**src/rtl/vrc_pkg.sv**
```systemverilog
package vrc_pkg;
  // Per-slot decisions passed from control to datapath
  typedef struct packed {
    logic advance;    // a slot is being processed this cycle
    logic keep;       // filtered line is retained
    logic lumaRead;   // luma delay chain advances
    logic chromaRead; // chroma delay chain advances
  } vrcStrobe_t;
endpackage

```
**src/rtl/vrc_ctrl.sv**
```systemverilog
module vrc_ctrl
  import vrc_pkg::*;
#(
  parameter int PHASES = 5,
  parameter int STEP   = 3
) (
  input  logic clk,
  input  logic rstN,
  input  logic fieldStart,
  input  logic fieldOdd,
  input  logic lineStart,
  output vrcStrobe_t strb,
  output logic [$clog2(PHASES)-1:0]   lumaPhase,
  output logic [$clog2(PHASES+1)-1:0] slotPos,
  output logic bankOdd
);
  localparam int GROUP = PHASES + 1;
  localparam int PHW   = $clog2(PHASES);
  localparam int POSW  = $clog2(GROUP);

  logic [PHW:0] phaseSum;
  logic         lastPos;

  assign lastPos  = (slotPos == POSW'(GROUP - 1));
  assign phaseSum = {1'b0, lumaPhase} + (PHW+1)'(STEP);

  always_comb begin
    strb.advance    = lineStart && !fieldStart;
    strb.keep       = !lastPos;
    strb.lumaRead   = !lastPos && (lumaPhase < PHW'(STEP));
    strb.chromaRead = !slotPos[0];
  end

  always_ff @(posedge clk) begin
    if (!rstN) begin
      slotPos   <= '0;
      lumaPhase <= '0;
      bankOdd   <= 1'b0;
    end else if (fieldStart) begin
      slotPos   <= '0;
      lumaPhase <= '0;
      bankOdd   <= fieldOdd;
    end else if (lineStart) begin
      slotPos <= lastPos ? '0 : slotPos + 1'b1;
      if (!lastPos) begin
        if (phaseSum >= (PHW+1)'(PHASES))
          lumaPhase <= PHW'(phaseSum - (PHW+1)'(PHASES));
        else
          lumaPhase <= PHW'(phaseSum);
      end
    end
  end
endmodule

```
**src/rtl/vrc_datapath.sv**
```systemverilog
module vrc_datapath
  import vrc_pkg::*;
#(
  parameter int PHASES = 5,
  parameter int SETW   = 4
) (
  input  logic clk,
  input  logic rstN,
  input  vrcStrobe_t strb,
  input  logic [$clog2(PHASES)-1:0]   lumaPhase,
  input  logic [$clog2(PHASES+1)-1:0] slotPos,
  input  logic bankOdd,
  output logic lumaRead,
  output logic chromaRead,
  output logic [SETW-1:0] lumaSet,
  output logic [SETW-1:0] chromaSet,
  output logic outValid
);
  logic [SETW-1:0] bankOff;
  assign bankOff = bankOdd ? SETW'(PHASES) : '0;

  always_ff @(posedge clk) begin
    if (!rstN) begin
      lumaRead   <= 1'b0;
      chromaRead <= 1'b0;
      outValid   <= 1'b0;
      lumaSet    <= '0;
      chromaSet  <= '0;
    end else begin
      lumaRead   <= strb.advance && strb.lumaRead;
      chromaRead <= strb.advance && strb.chromaRead;
      outValid   <= strb.advance && strb.keep;
      if (strb.advance && strb.keep) begin
        lumaSet   <= bankOff + SETW'(lumaPhase);
        chromaSet <= bankOff + SETW'(slotPos);
      end
    end
  end
endmodule

```
**src/rtl/vert_rate_ctrl.sv**
```systemverilog
module vert_rate_ctrl
  import vrc_pkg::*;
#(
  parameter int PHASES = 5,
  parameter int STEP   = 3,
  parameter int SETW   = $clog2(2 * PHASES)
) (
  input  logic            clk,
  input  logic            rstN,
  input  logic            fieldStart,
  input  logic            fieldOdd,
  input  logic            lineStart,
  output logic            lumaRead,
  output logic            chromaRead,
  output logic [SETW-1:0] lumaSet,
  output logic [SETW-1:0] chromaSet,
  output logic            outValid
);
  vrcStrobe_t strb;
  logic [$clog2(PHASES)-1:0]   lumaPhase;
  logic [$clog2(PHASES+1)-1:0] slotPos;
  logic                        bankOdd;

  vrc_ctrl #(.PHASES(PHASES), .STEP(STEP)) uCtrl (
    .clk(clk), .rstN(rstN), .fieldStart(fieldStart), .fieldOdd(fieldOdd),
    .lineStart(lineStart), .strb(strb), .lumaPhase(lumaPhase),
    .slotPos(slotPos), .bankOdd(bankOdd)
  );

  vrc_datapath #(.PHASES(PHASES), .SETW(SETW)) uDp (
    .clk(clk), .rstN(rstN), .strb(strb), .lumaPhase(lumaPhase),
    .slotPos(slotPos), .bankOdd(bankOdd), .lumaRead(lumaRead),
    .chromaRead(chromaRead), .lumaSet(lumaSet), .chromaSet(chromaSet),
    .outValid(outValid)
  );
endmodule

```
**config.mk**
```make
export PLATFORM = sky130hd
export DESIGN_NAME = vert_rate_ctrl
export DESIGN_NICKNAME = d
export VERILOG_FILES = /design/src/rtl/vrc_pkg.sv /design/src/rtl/vrc_ctrl.sv /design/src/rtl/vrc_datapath.sv /design/src/rtl/vert_rate_ctrl.sv
export SDC_FILE = /design/constraint.sdc
export NUM_CORES = 1
export LEC_CHECK = 0
export BUFFER_PORTS_ARGS = -buffer_cell sky130_fd_sc_hd__buf_2
export CELL_PAD_IN_SITES_DETAIL_PLACEMENT = 1
export CELL_PAD_IN_SITES_GLOBAL_PLACEMENT = 1
export CORE_ASPECT_RATIO = 0.9
export CORE_MARGIN = 1
export CORE_UTILIZATION = 47
export CTS_BUF_LIST = sky130_fd_sc_hd__clkbuf_4
export CTS_CLUSTER_DIAMETER = 30
export DETAILED_ROUTE_END_ITERATION = 8
export PLACE_DENSITY_LB_ADDON = 0.15
export SYNTH_ARGS = -nofsm -noshare
export SYNTH_HDL_FRONTEND = slang
export SYNTH_SLANG_ARGS = --single-unit
```
**constraint.sdc**
```tcl
create_clock -name clk -period 3.3 [get_ports clk]
set_clock_uncertainty 0.2 [all_clocks]
set_input_delay 0.165 -clock clk [delete_from_list [all_inputs] [get_ports clk]]
set_output_delay 0.165 -clock clk [all_outputs]
set_load 0.1 [all_outputs]
```
Word level (Yosys, flattened, before mapping)
Index checks and enable logic that the tools add are counted.

word-level totals
  bits of input ports = 5
  output and inout port bits = 11
  register bits after elaboration = 18
  word-level logic and storage cells = 31

operators by class
  equal/unequal tests = 1
  muxes and demuxes = 3
  order comparisons = 2
  bitwise gates (word level) = 2
  reduce and logical (&&, ||, !) cells = 10
  add/sub/neg operators = 5

operator list
  cell                   number
  $mux W3                3
  $add A4 B3 Y4          2
  $logic_and A1 B1 Y1    5
  $add A3 B2 Y4 const B  1
  $ge A4 B3 Y1 const B   1
  $add A3 B1 Y3 const B  1
  $eq A3 B3 Y1 const B   1
  $logic_not A1 Y1       3
  $lt A3 B2 Y1 const B   1
  $sub A3 B3 Y3 const B  1
  $not A1 Y1             2
  $reduce_and A2 Y1      1
  $reduce_or A2 Y1       1

Longest topological paths before layout
Gate-level depths: netlist (run 1).

  word-level depth = 4
  gate-level depth with buffers = 6
  mapped depth without buffers = 6

Hierarchy
From an unflattened synthesis (run 1), not the netlist that was laid out.

second synthesis, totals
  cells, all modules = 100
  area, all modules = 988.4 um^2

by module, submodules not included
  module        sequential area each (um^2)  times used  cells an instance  area an instance (um^2)
  vrc_datapath  220.2                        1           49                 543.0
  vrc_ctrl      140.1                        1           51                 445.4

Worst setup path before layout (run 1)
OpenSTA, ideal clock, no wires.

  path kind = register to register
  from = register uCtrl.lumaPhase[0]
  to = register uCtrl.lumaPhase[1]
  path slack = 1629 ps
  stages on the path, launching flop included = 7
  period minus slack after synthesis = 1671 ps
  data required time = 3021 ps
  arrival time = 1392 ps
  cells stage by stage = dfxtp_1 -> inv_1 -> ha_1 -> nor2b_1 -> o21bai_1 -> a2111o_1 -> o211ai_1

on the way
  cells in the longest elaborated chain, start to end = 3
  elaborated cells between the ends (all ways) = 4

ends and longest elaborated chain
  item                                           RTL line                        RTL
  from (decl)                                    vrc_ctrl.sv:13                  output logic [$clog2(PHASES)-1:0] lumaPhase,
  from (signal assigned)                         vrc_ctrl.sv:47                  lumaPhase <= PHW'(phaseSum - (PHW+1)'(PHASES));
  from (signal assigned)                         vrc_ctrl.sv:49                  lumaPhase <= PHW'(phaseSum);
  $add A3 B2 Y4 (*)                              vrc_ctrl.sv:25                  assign phaseSum = {1'b0, lumaPhase} + (PHW+1)'(STEP);
  $ge A4 B3 Y1 or $sub A3 B3 Y3 (tied branches)  vrc_ctrl.sv:46, vrc_ctrl.sv:47
  $mux W3 (*)                                    vrc_ctrl.sv:46                  if (phaseSum >= (PHW+1)'(PHASES))

Mark *: on every way between the ends. The rest lies on a longest branch, timed or not.
A chain may end at the register's enable or synchronous reset.

Worst setup path after layout (run 1)
Same ends and word-level chain as after synthesis.

==> results of run 1 <==
==> worst max-delay path by stage <==
| stage | cells past startpoint | from | endpoint |
|---|---|---|---|
| detailed placement | 6 | uCtrl.lumaPhase[0] | uCtrl.lumaPhase[1] |
| global route | 6 | uCtrl.lumaPhase[0] | uCtrl.lumaPhase[1] |
| global placement | 6 | uCtrl.lumaPhase[0] | uCtrl.lumaPhase[1] |
| finish | 6 | uCtrl.lumaPhase[0] | uCtrl.lumaPhase[1] |
| floorplan | 6 | uCtrl.lumaPhase[0] | uCtrl.lumaPhase[1] |
| CTS | 6 | uCtrl.lumaPhase[0] | uCtrl.lumaPhase[1] |
==> layout by cell type, fill, tap and decap left out, types with 3 or more instances in the layout <==
cell type,Yosys,layout
mux2i_1,8,8
nand2_1,6,6
clkbuf_4,1,3
ha_1,9,9
nor2_1,5,5
nor3b_1,3,3
dfxtp_1,18,18
a21oi_1,4,4
nor2b_1,8,8
inv_1,3,3
buf_2,0,15
==> registers in the layout (all words and copies together), names as in the netlist <==
signal / cells
uDp.chromaRead: 1
uDp.outValid: 1
uDp.chromaSet: 4
uCtrl.bankOdd: 1
uDp.lumaRead: 1
uCtrl.lumaPhase: 3
uDp.lumaSet: 4
uCtrl.slotPos: 3
==> Yosys cell counts, types with 2 or more instances <==
| master | count | area share |
|---|---|---|
| inv_1 | 3 | 0.012 |
| mux2i_1 | 8 | 0.084 |
| ha_1 | 9 | 0.12 |
| nor2_1 | 5 | 0.020 |
| o211ai_1 | 2 | 0.016 |
| xor2_1 | 2 | 0.018 |
| dfxtp_1 | 18 | 0.38 |
| nor2b_4 | 2 | 0.029 |
| nor3b_1 | 3 | 0.024 |
| nand2_1 | 6 | 0.024 |
| clkbuf_1 | 2 | 0.0079 |
| nor2b_1 | 8 | 0.052 |
| a311oi_1 | 2 | 0.018 |
| nand3b_4 | 2 | 0.042 |
| a21oi_1 | 4 | 0.021 |
==> cells by family after synthesis <==
group	synth area share
compound gates	0.102
xor+xnor	0.0276
fa+ha+maj	0.118
buf+inv	0.0394
flops	0.378
mux	0.0840
simple gates	0.251
==> metrics by stage <==
stage | util | hold WS (ns) | total power, mW
final | 0.564 | 0.0211 | 0.441
after CTS | 0.564 | 0.0186 | 0.447
after global placement | 0.540 | 0.229 | 0.328
after floorplan | - | 0.134 | 0.316
after global routing | 0.564 | 0.0324 | 0.460
after detailed placement | 0.540 | 0.260 | 0.332
==> cell type report <==
type                            count  area, sq um
Clock buffer                        3         22.5
Multi-Input combinational cell     67          556
Sequential cell                    18          360
Timing Repair Buffer               17         95.1
Inverter                            3         11.3
Clock inverter                      1         3.75
Fill cell                         225          835
Tap cell                           25         31.3
==> critical path: cells and delay by family (launching register included) <==
family,cells,cell delay [ns]
and+or+nand+nor,1,0.14
buffers and inverters,1,0.12
AOI/OAI and AO/OA,3,0.64
adders and majority gates,1,0.21
DFF,1,0.49
==> layer usage <==
layer	vias to the layer above	track usage	share of wire
met1	329	0.219	0.44
met3	2	0.0606	0.033
met2	9	0.337	0.52
met5	-	0	0
li1	360	-	-
met4	0	0.0514	0.0070
==> report_power, final <==
part	internal, mW	switching (mW)
combinational	0.0294	0.0654
sequential	0.225	0.00841
clock	0.0441	0.0688
==> impl_metrics.py, run 1 <==
metrics = {
    "job": {
        "maxCapViolCount": 0,
    },
    "power_and_ir_drop": {
        "power_density_nw_per_um2": 409,
        "ir_drop_mv": 0.327,
        "p_leak_nw": 0.550,
    },
    "clock_network": {
        "cts_tree": "done",
        "clock_latency_ns": 0.30,
        "clock_tree.htree_level_count": 1,
        "hold_buffers": 2,
        "cts_root_buf": "clkbuf_4",
        "cts.repair.resized": 0,
        "clock_path_buffers": 2,
        "cts_sinks": 18,
        "cts_inserted_buffers": 3,
        "post-cts-setup-buffer-count": 0,
        "clkTransAtPathRegs_ns": 0.10,
    },
    "min_path": {
        "worstHoldStart": "lineStart",
        "hold_end": "uDp.chromaRead",
        "hold_depth": 2,
        "min_path_type": "input port to flip-flop",
    },
    "placement": {
        "dp_worst_setup_slack_ns": 1.44,
        "dpl.hpwl_mm": 1.41,
        "post-place-cells": 128,
        "gp_congestion": 0.780,
        "port_buffers": 15,
        "placed_cell_area_sq_um": 1030,
    },
    "timing": {
        "finalCriticalPeriod_ns": 1.87,
        "worst_pin_slew_ns": 0.487,
        "max_freq_mhz": 535,
        "timing.final.ws_setup_ns": 1.43,
        "setup_violations": 0,
        "fin_crit_sh": 0.566,
        "finalHoldViolations": 0,
        "timing.setup.tns_ns": 0,
        "rsz0062_at_grt": "false",
        "final-max-slew-violation-count": 0,
        "relSlewSlack": 0.677,
    },
    "critical_path": {
        "path_cells": "inv_1, ha_1, nor2b_1, o21bai_1, a2111o_1, o211ai_1",
        "timing.rr.start": "uCtrl.lumaPhase[0]",
        "slowest_stage": "dfxtp_1",
        "critPathKind": "flip-flop to flip-flop",
        "critPathMaxFanout": 8,
        "crit_required_ns": 3.33,
        "rr_endpoint": "uCtrl.lumaPhase[1]",
        "reg2reg_depth": 6,
        "cp-end-kind": "flip-flop",
        "cp.arrival_ns": 1.89,
        "critPathLaunchType": "flip-flop",
        "slowest_delay_ns": 0.49,
        "r2r_slack_ns": 1.43,
    },
    "yosys": {
        "synth-seq-cells": 18,
        "async_flop_share": 0,
        "syn-num-nets": 106,
        "yosysWarnings": 0,
        "synth-edff-count": 0,
        "yosysUniqueCellTypes": 31,
        "avgSynthCellArea_sq_um": 10.4,
        "netlist_area_sq_um": 953,
        "ys.flop_type": "dfxtp_1",
        "yosysSeqAreaShare": 0.378,
        "syn_inst": 92,
    },
    "route": {
        "vias_per_cell": 5.22,
        "first_pass_iters": 1,
        "wl_per_cell_microns": 13.9,
        "drtAntennaViolNets": 0,
        "totalWireLength_mm": 1.86,
        "drt_iter0_drc": 0,
        "drc": 0,
        "dr_total_vias": 700,
    },
    "floorplan": {
        "start_util": 0.498,
        "die_y_microns": 44.7,
        "dieArea_sq_um": 2210,
        "rows": 15,
        "die_w_microns": 49.5,
        "io_pins": 16,
        "coreArea_sq_um": 1910,
    },
    "grt": {
        "grt_max_degree": 12,
        "grt_antenna_before_repair": 0,
        "grt_usage": 0.188,
        "grt_pass1_wl_mm": 3.06,
        "grt_pass1_vias": 657,
        "grt-ovfl-total": 0,
    },
    "cells_and_area": {
        "fin_area_sq_um": 1080,
        "stdcell_count": 134,
        "syn_to_final_growth_pct": 13.3,
        "drive_gt1_frac": 0.211,
        "insertedDiodeCount": 0,
        "final_nets": 124,
    },
    "outcome": {
        "outcome": "complete, no violations",
    },
}
Power figures use the tool's default switching activity.
==> run 2: changes to the inputs <==
--- a/config.mk
+++ b/config.mk
@@ -10,7 +10,7 @@
 export CELL_PAD_IN_SITES_GLOBAL_PLACEMENT = 1
 export CORE_ASPECT_RATIO = 0.9
 export CORE_MARGIN = 1
-export CORE_UTILIZATION = 47
+export CORE_UTILIZATION = 44
 export CTS_BUF_LIST = sky130_fd_sc_hd__clkbuf_4
 export CTS_CLUSTER_DIAMETER = 30
 export DETAILED_ROUTE_END_ITERATION = 8
==> constraint.sdc (replaced) <==
create_clock -name clk -period 1.8 [get_ports clk]
set_clock_uncertainty 0.2 [all_clocks]
set_input_delay 0.09 -clock clk [delete_from_list [all_inputs] [get_ports clk]]
set_output_delay 0.09 -clock clk [all_outputs]
set_load 0.1 [all_outputs]
==> run 2 against run 1 <==
Against the previous run:
- clock-buffer cell count unchanged
- utilization increased by 0.74 points
- fmax increased by 6.9%
- global-route usage decreased by 0.19 points
- first-iteration DRC count unchanged
- cell count increased by 3.0%
- die area increased by 6.5%
- largest cell class unchanged
- highest routed layer unchanged
==> impl_metrics.py, run 2 (synthesized netlist as in run 1, its figures left out) <==
metrics = {
    "route": {
        "wl_per_cell_microns": 13.4,
        "dr_total_vias": 722,
        "drc": 0,
        "drtAntennaViolNets": 0,
        "totalWireLength_mm": 1.85,
        "first_pass_iters": 1,
        "vias_per_cell": 5.23,
        "drt_iter0_drc": 0,
    },
    "placement": {
        "dp_worst_setup_slack_ns": 0.00455,
        "port_buffers": 15,
        "gp_congestion": 0.823,
        "dpl.hpwl_mm": 1.41,
    },
    "floorplan": {
        "dieArea_sq_um": 2360,
        "die_y_microns": 46.2,
        "die_w_microns": 51.1,
        "rows": 15,
        "io_pins": 16,
        "coreArea_sq_um": 1970,
        "start_util": 0.484,
    },
    "clock_network": {
        "clock_latency_ns": 0.29,
        "clkTransAtPathRegs_ns": 0.10,
        "cts_tree": "done",
        "cts_sinks": 18,
        "clock_tree.htree_level_count": 1,
        "cts_root_buf": "clkbuf_4",
        "post-cts-setup-buffer-count": 0,
        "cts_inserted_buffers": 3,
        "clock_path_buffers": 2,
    },
    "outcome": {
        "outcome": "complete, no violations",
    },
    "grt": {
        "grt_usage": 0.186,
        "grt_antenna_before_repair": 0,
        "grt_max_degree": 12,
        "grt-ovfl-total": 0,
        "grt_pass1_wl_mm": 3.09,
        "grt_pass1_vias": 685,
    },
    "timing": {
        "setup_violations": 0,
        "final-max-slew-violation-count": 0,
        "timing.setup.tns_ns": 0,
        "worst_pin_slew_ns": 0.489,
        "relSlewSlack": 0.676,
        "fin_crit_sh": 0.971,
        "finalHoldViolations": 0,
        "whs_ns": 0.142,
        "timing.final.ws_setup_ns": 0.0518,
        "finalCriticalPeriod_ns": 1.75,
        "max_freq_mhz": 572,
    },
    "critical_path": {
        "timing.rr.start": "uCtrl.lumaPhase[0]",
        "startpoint": "uCtrl.lumaPhase[0]",
        "cp-end-kind": "flip-flop",
        "critPathMaxFanout": 4,
        "crit_required_ns": 1.82,
        "critPathKind": "flip-flop to flip-flop",
        "cp.arrival_ns": 1.77,
        "critPathLaunchType": "flip-flop",
    },
    "power_and_ir_drop": {
        "power_density_nw_per_um2": 721,
        "p_sw_frac": 0.316,
        "pwr-share-comb": 0.227,
        "seqPwrFrac": 0.526,
        "clock_power_share": 0.248,
        "internal-power_uw": 555,
        "netSwitchingPower_uw": 257,
        "p_leak_nw": 0.568,
        "ir_drop_mv": 0.489,
    },
    "cells_and_area": {
        "insertedDiodeCount": 0,
        "syn_to_final_growth_pct": 18.1,
        "drive_gt1_frac": 0.248,
        "reg_top3": "uDp.chromaSet x4, uDp.lumaSet x4",
        "final_nets": 128,
        "mostFrequentLayoutCell": "dfxtp_1",
        "layout_common_cells": "dfxtp_1, buf_2, mux2i_1, ha_1, nor2b_1",
        "nFillCells": 244,
        "fin_util": 0.571,
    },
    "job": {
        "maxCapViolCount": 0,
    },
    "min_path": {
        "worstHoldStart": "fieldStart",
        "min_path_type": "input port to flip-flop",
    },
}
[run 2: worst max-delay path, cell delays in order, from the launching register on]
cell and delay (ns):
dfxtp_1 0.39, inv_1 0.10, ha_1 0.24, nor2b_4 0.12, o21bai_1 0.12, a2111o_1 0.43, o211ai_1 0.08
[run 2: area by class of cell]
cell class              count  area (sq um)  share of cell area
multi-input cells          67           566               0.502
repair buffers             21           130               0.116
clock inverters             1          3.75             0.00333
flip-flops and latches     18           362               0.321
inverters                   3          11.3              0.0100
well taps                  25          31.3              0.0278
clock buffers               3          22.5              0.0200
[run 2: power groups by stage]
stage                     sequential, mW  clock (mW)  combinational (mW)
after detailed placement           0.436           0               0.175
after floorplan                    0.501           0              0.0786
final                              0.427       0.201               0.184
after global routing               0.429       0.238               0.199
after CTS                          0.427       0.216               0.183
after global placement             0.435           0               0.171
[run 2: worst paths after layout]
path | cells past startpoint | end | slack (ns)
setup / recovery | 6 | uCtrl.lumaPhase[1] | 0.05
hold / removal | 3 | uCtrl.slotPos[2] | 0.14
setup reg to reg | 6 | uCtrl.lumaPhase[1] | 0.05
hold reg to reg | 2 | uDp.lumaSet[3] | 0.32
[run 2: through the flow]
stage | cell area (sq um) | total power [mW] | cells
floorplan | 953 | 0.580 | 92
global placement | 1050 | 0.605 | 130
detailed placement | 1050 | 0.610 | 130
CTS | 1120 | 0.826 | 138
global route | 1130 | 0.866 | 138
finish | 1130 | 0.812 | 138
[run 2: layer usage]
metal,share of wire,vias to the layer above,GRT usage
met5,0,-,0
met4,0.0054,0,0.0500
met3,0.036,2,0.0693
met2,0.50,11,0.332
met1,0.45,340,0.210
li1,-,369,-
[run 2: timing repair]
item	4_1_cts	5_1_grt
gates resized for setup	1	3
endpoints found under the setup margin	1	2
hold endpoints to repair	15	0
hold buffers	4	0
==> run 3: changes to the inputs <==
--- a/config.mk
+++ b/config.mk
@@ -14,7 +14,7 @@
 export CTS_BUF_LIST = sky130_fd_sc_hd__clkbuf_4
 export CTS_CLUSTER_DIAMETER = 30
 export DETAILED_ROUTE_END_ITERATION = 8
-export PLACE_DENSITY_LB_ADDON = 0.15
+export PLACE_DENSITY = 0.87
 export SYNTH_ARGS = -nofsm -noshare
 export SYNTH_HDL_FRONTEND = slang
 export SYNTH_SLANG_ARGS = --single-unit
==> run 3 against run 2 <==
Against the previous run:
- design area fell by 0.89%
- sequential share of layout area rose by 0.40 points
- die area did not move
- critical path type unchanged
- largest cell class unchanged
==> impl_metrics.py, run 3 (synthesized netlist as in run 1, its figures left out) <==
metrics = {
    "outcome": {
        "outcome": "complete, no violations",
    },
    "cells_and_area": {
        "reg_top3": "uDp.chromaSet x4, uDp.lumaSet x4",
        "syn_to_final_growth_pct": 17.1,
        "final_nets": 128,
        "drive_gt1_frac": 0.250,
        "fin_util": 0.566,
        "nFillCells": 225,
        "insertedDiodeCount": 0,
        "mostFrequentLayoutCell": "dfxtp_1",
        "layout_common_cells": "dfxtp_1, buf_2, ha_1",
    },
    "timing": {
        "final-max-slew-violation-count": 0,
        "finalHoldViolations": 0,
        "max_freq_mhz": 588,
        "whs_ns": 0.130,
        "relSlewSlack": 0.679,
        "finalCriticalPeriod_ns": 1.70,
        "timing.setup.tns_ns": 0,
        "worst_pin_slew_ns": 0.485,
        "rsz0062_at_grt": "false",
        "fin_crit_sh": 0.945,
        "setup_violations": 0,
    },
    "critical_path": {
        "critPathKind": "flip-flop to flip-flop",
        "critPathMaxFanout": 7,
        "cp.arrival_ns": 1.72,
        "crit_required_ns": 1.82,
        "critPathLaunchType": "flip-flop",
        "cp-end-kind": "flip-flop",
    },
    "route": {
        "drtAntennaViolNets": 0,
        "dr_total_vias": 727,
        "drt_iter0_drc": 0,
        "totalWireLength_mm": 1.88,
        "first_pass_iters": 1,
        "drc": 0,
        "wl_per_cell_microns": 13.7,
        "vias_per_cell": 5.31,
    },
    "floorplan": {
        "rows": 15,
        "die_w_microns": 51.1,
        "start_util": 0.484,
        "dieArea_sq_um": 2360,
        "die_y_microns": 46.2,
        "io_pins": 16,
        "coreArea_sq_um": 1970,
    },
    "power_and_ir_drop": {
        "p_sw_frac": 0.322,
        "p_leak_nw": 0.568,
        "p_total_uw": 814,
        "pwr-share-comb": 0.224,
        "clock_power_share": 0.251,
        "power_density_nw_per_um2": 729,
        "internal-power_uw": 552,
        "netSwitchingPower_uw": 262,
        "seqPwrFrac": 0.525,
        "ir_drop_mv": 0.518,
    },
    "clock_network": {
        "cts_sinks": 18,
        "cts_inserted_buffers": 3,
        "clock_path_buffers": 2,
        "cts_tree": "done",
        "post-cts-setup-buffer-count": 0,
        "clock_tree.htree_level_count": 1,
        "clock_latency_ns": 0.29,
        "clkTransAtPathRegs_ns": 0.10,
        "cts_root_buf": "clkbuf_4",
    },
    "min_path": {
        "min_path_type": "input port to flip-flop",
    },
    "grt": {
        "grt_pass1_vias": 706,
        "grt_antenna_before_repair": 0,
        "grt_pass1_wl_mm": 3.16,
        "grt_usage": 0.187,
        "grt_max_degree": 12,
        "grt-ovfl-total": 0,
    },
    "placement": {
        "gp_congestion": 0.756,
        "dpl.hpwl_mm": 1.41,
        "port_buffers": 15,
    },
    "job": {
        "maxCapViolCount": 0,
    },
}
[run 3: stage by stage]
step	std cells	setup WS [ns]	cell area (sq um)
after floorplan	92	0.129	953
after global placement	130	0.147	1050
after detailed placement	130	0.0461	1050
after CTS	137	0.0280	1110
after global routing	137	0.0247	1120
final	137	0.0987	1120
[run 3: what timing repair did]
action                                  CTS  global route
endpoints found under the setup margin    0             2
hold buffers                              4             0
gates resized for setup                   0             3
endpoints found under the hold margin    15             0
[run 3: power groups by stage]
stage | registers (mW) | logic, mW | clock network [mW]
3_3_place_gp | 0.435 | 0.170 | 0
4_1_cts | 0.427 | 0.183 | 0.215
5_1_grt | 0.430 | 0.197 | 0.225
2_1_floorplan | 0.501 | 0.0786 | 0
3_5_place_dp | 0.436 | 0.175 | 0
6_report | 0.427 | 0.183 | 0.204
[run 3: final cells by class]
class	instances	area (sq um)	share of cell area
well taps	25	31.3	0.0280
flip-flops and latches	18	363	0.325
inverters	3	11.3	0.0101
multi-input cells	67	558	0.500
repair buffers	21	130	0.117
clock buffers	3	22.5	0.0202
[run 3: path summary, 6_finish.rpt]
| kind | slack [ns] | depth (start not counted) | start | endpoint |
|---|---|---|---|---|
| max | 0.1 | 6 | uCtrl.lumaPhase[1] | uCtrl.lumaPhase[1] |
| max reg2reg | 0.1 | 6 | uCtrl.lumaPhase[1] | uCtrl.lumaPhase[1] |
| min reg2reg | 0.32 | 2 | uDp.chromaSet[3] | uDp.chromaSet[3] |
| min | 0.13 | 4 | fieldStart | uCtrl.lumaPhase[0] |
[run 3: critical path, stage by stage (launching register included)]
cell	delay (ns)
dfxtp_2	0.37
inv_1	0.08
ha_1	0.20
nor2b_2	0.17
o21bai_1	0.11
a2111o_1	0.42
o211ai_1	0.08
[run 3: metal layers]
layer  part of all wire  track usage
met2               0.52        0.337
met1               0.44        0.214
met3              0.034       0.0594
met4             0.0053       0.0500
met5                  0            0
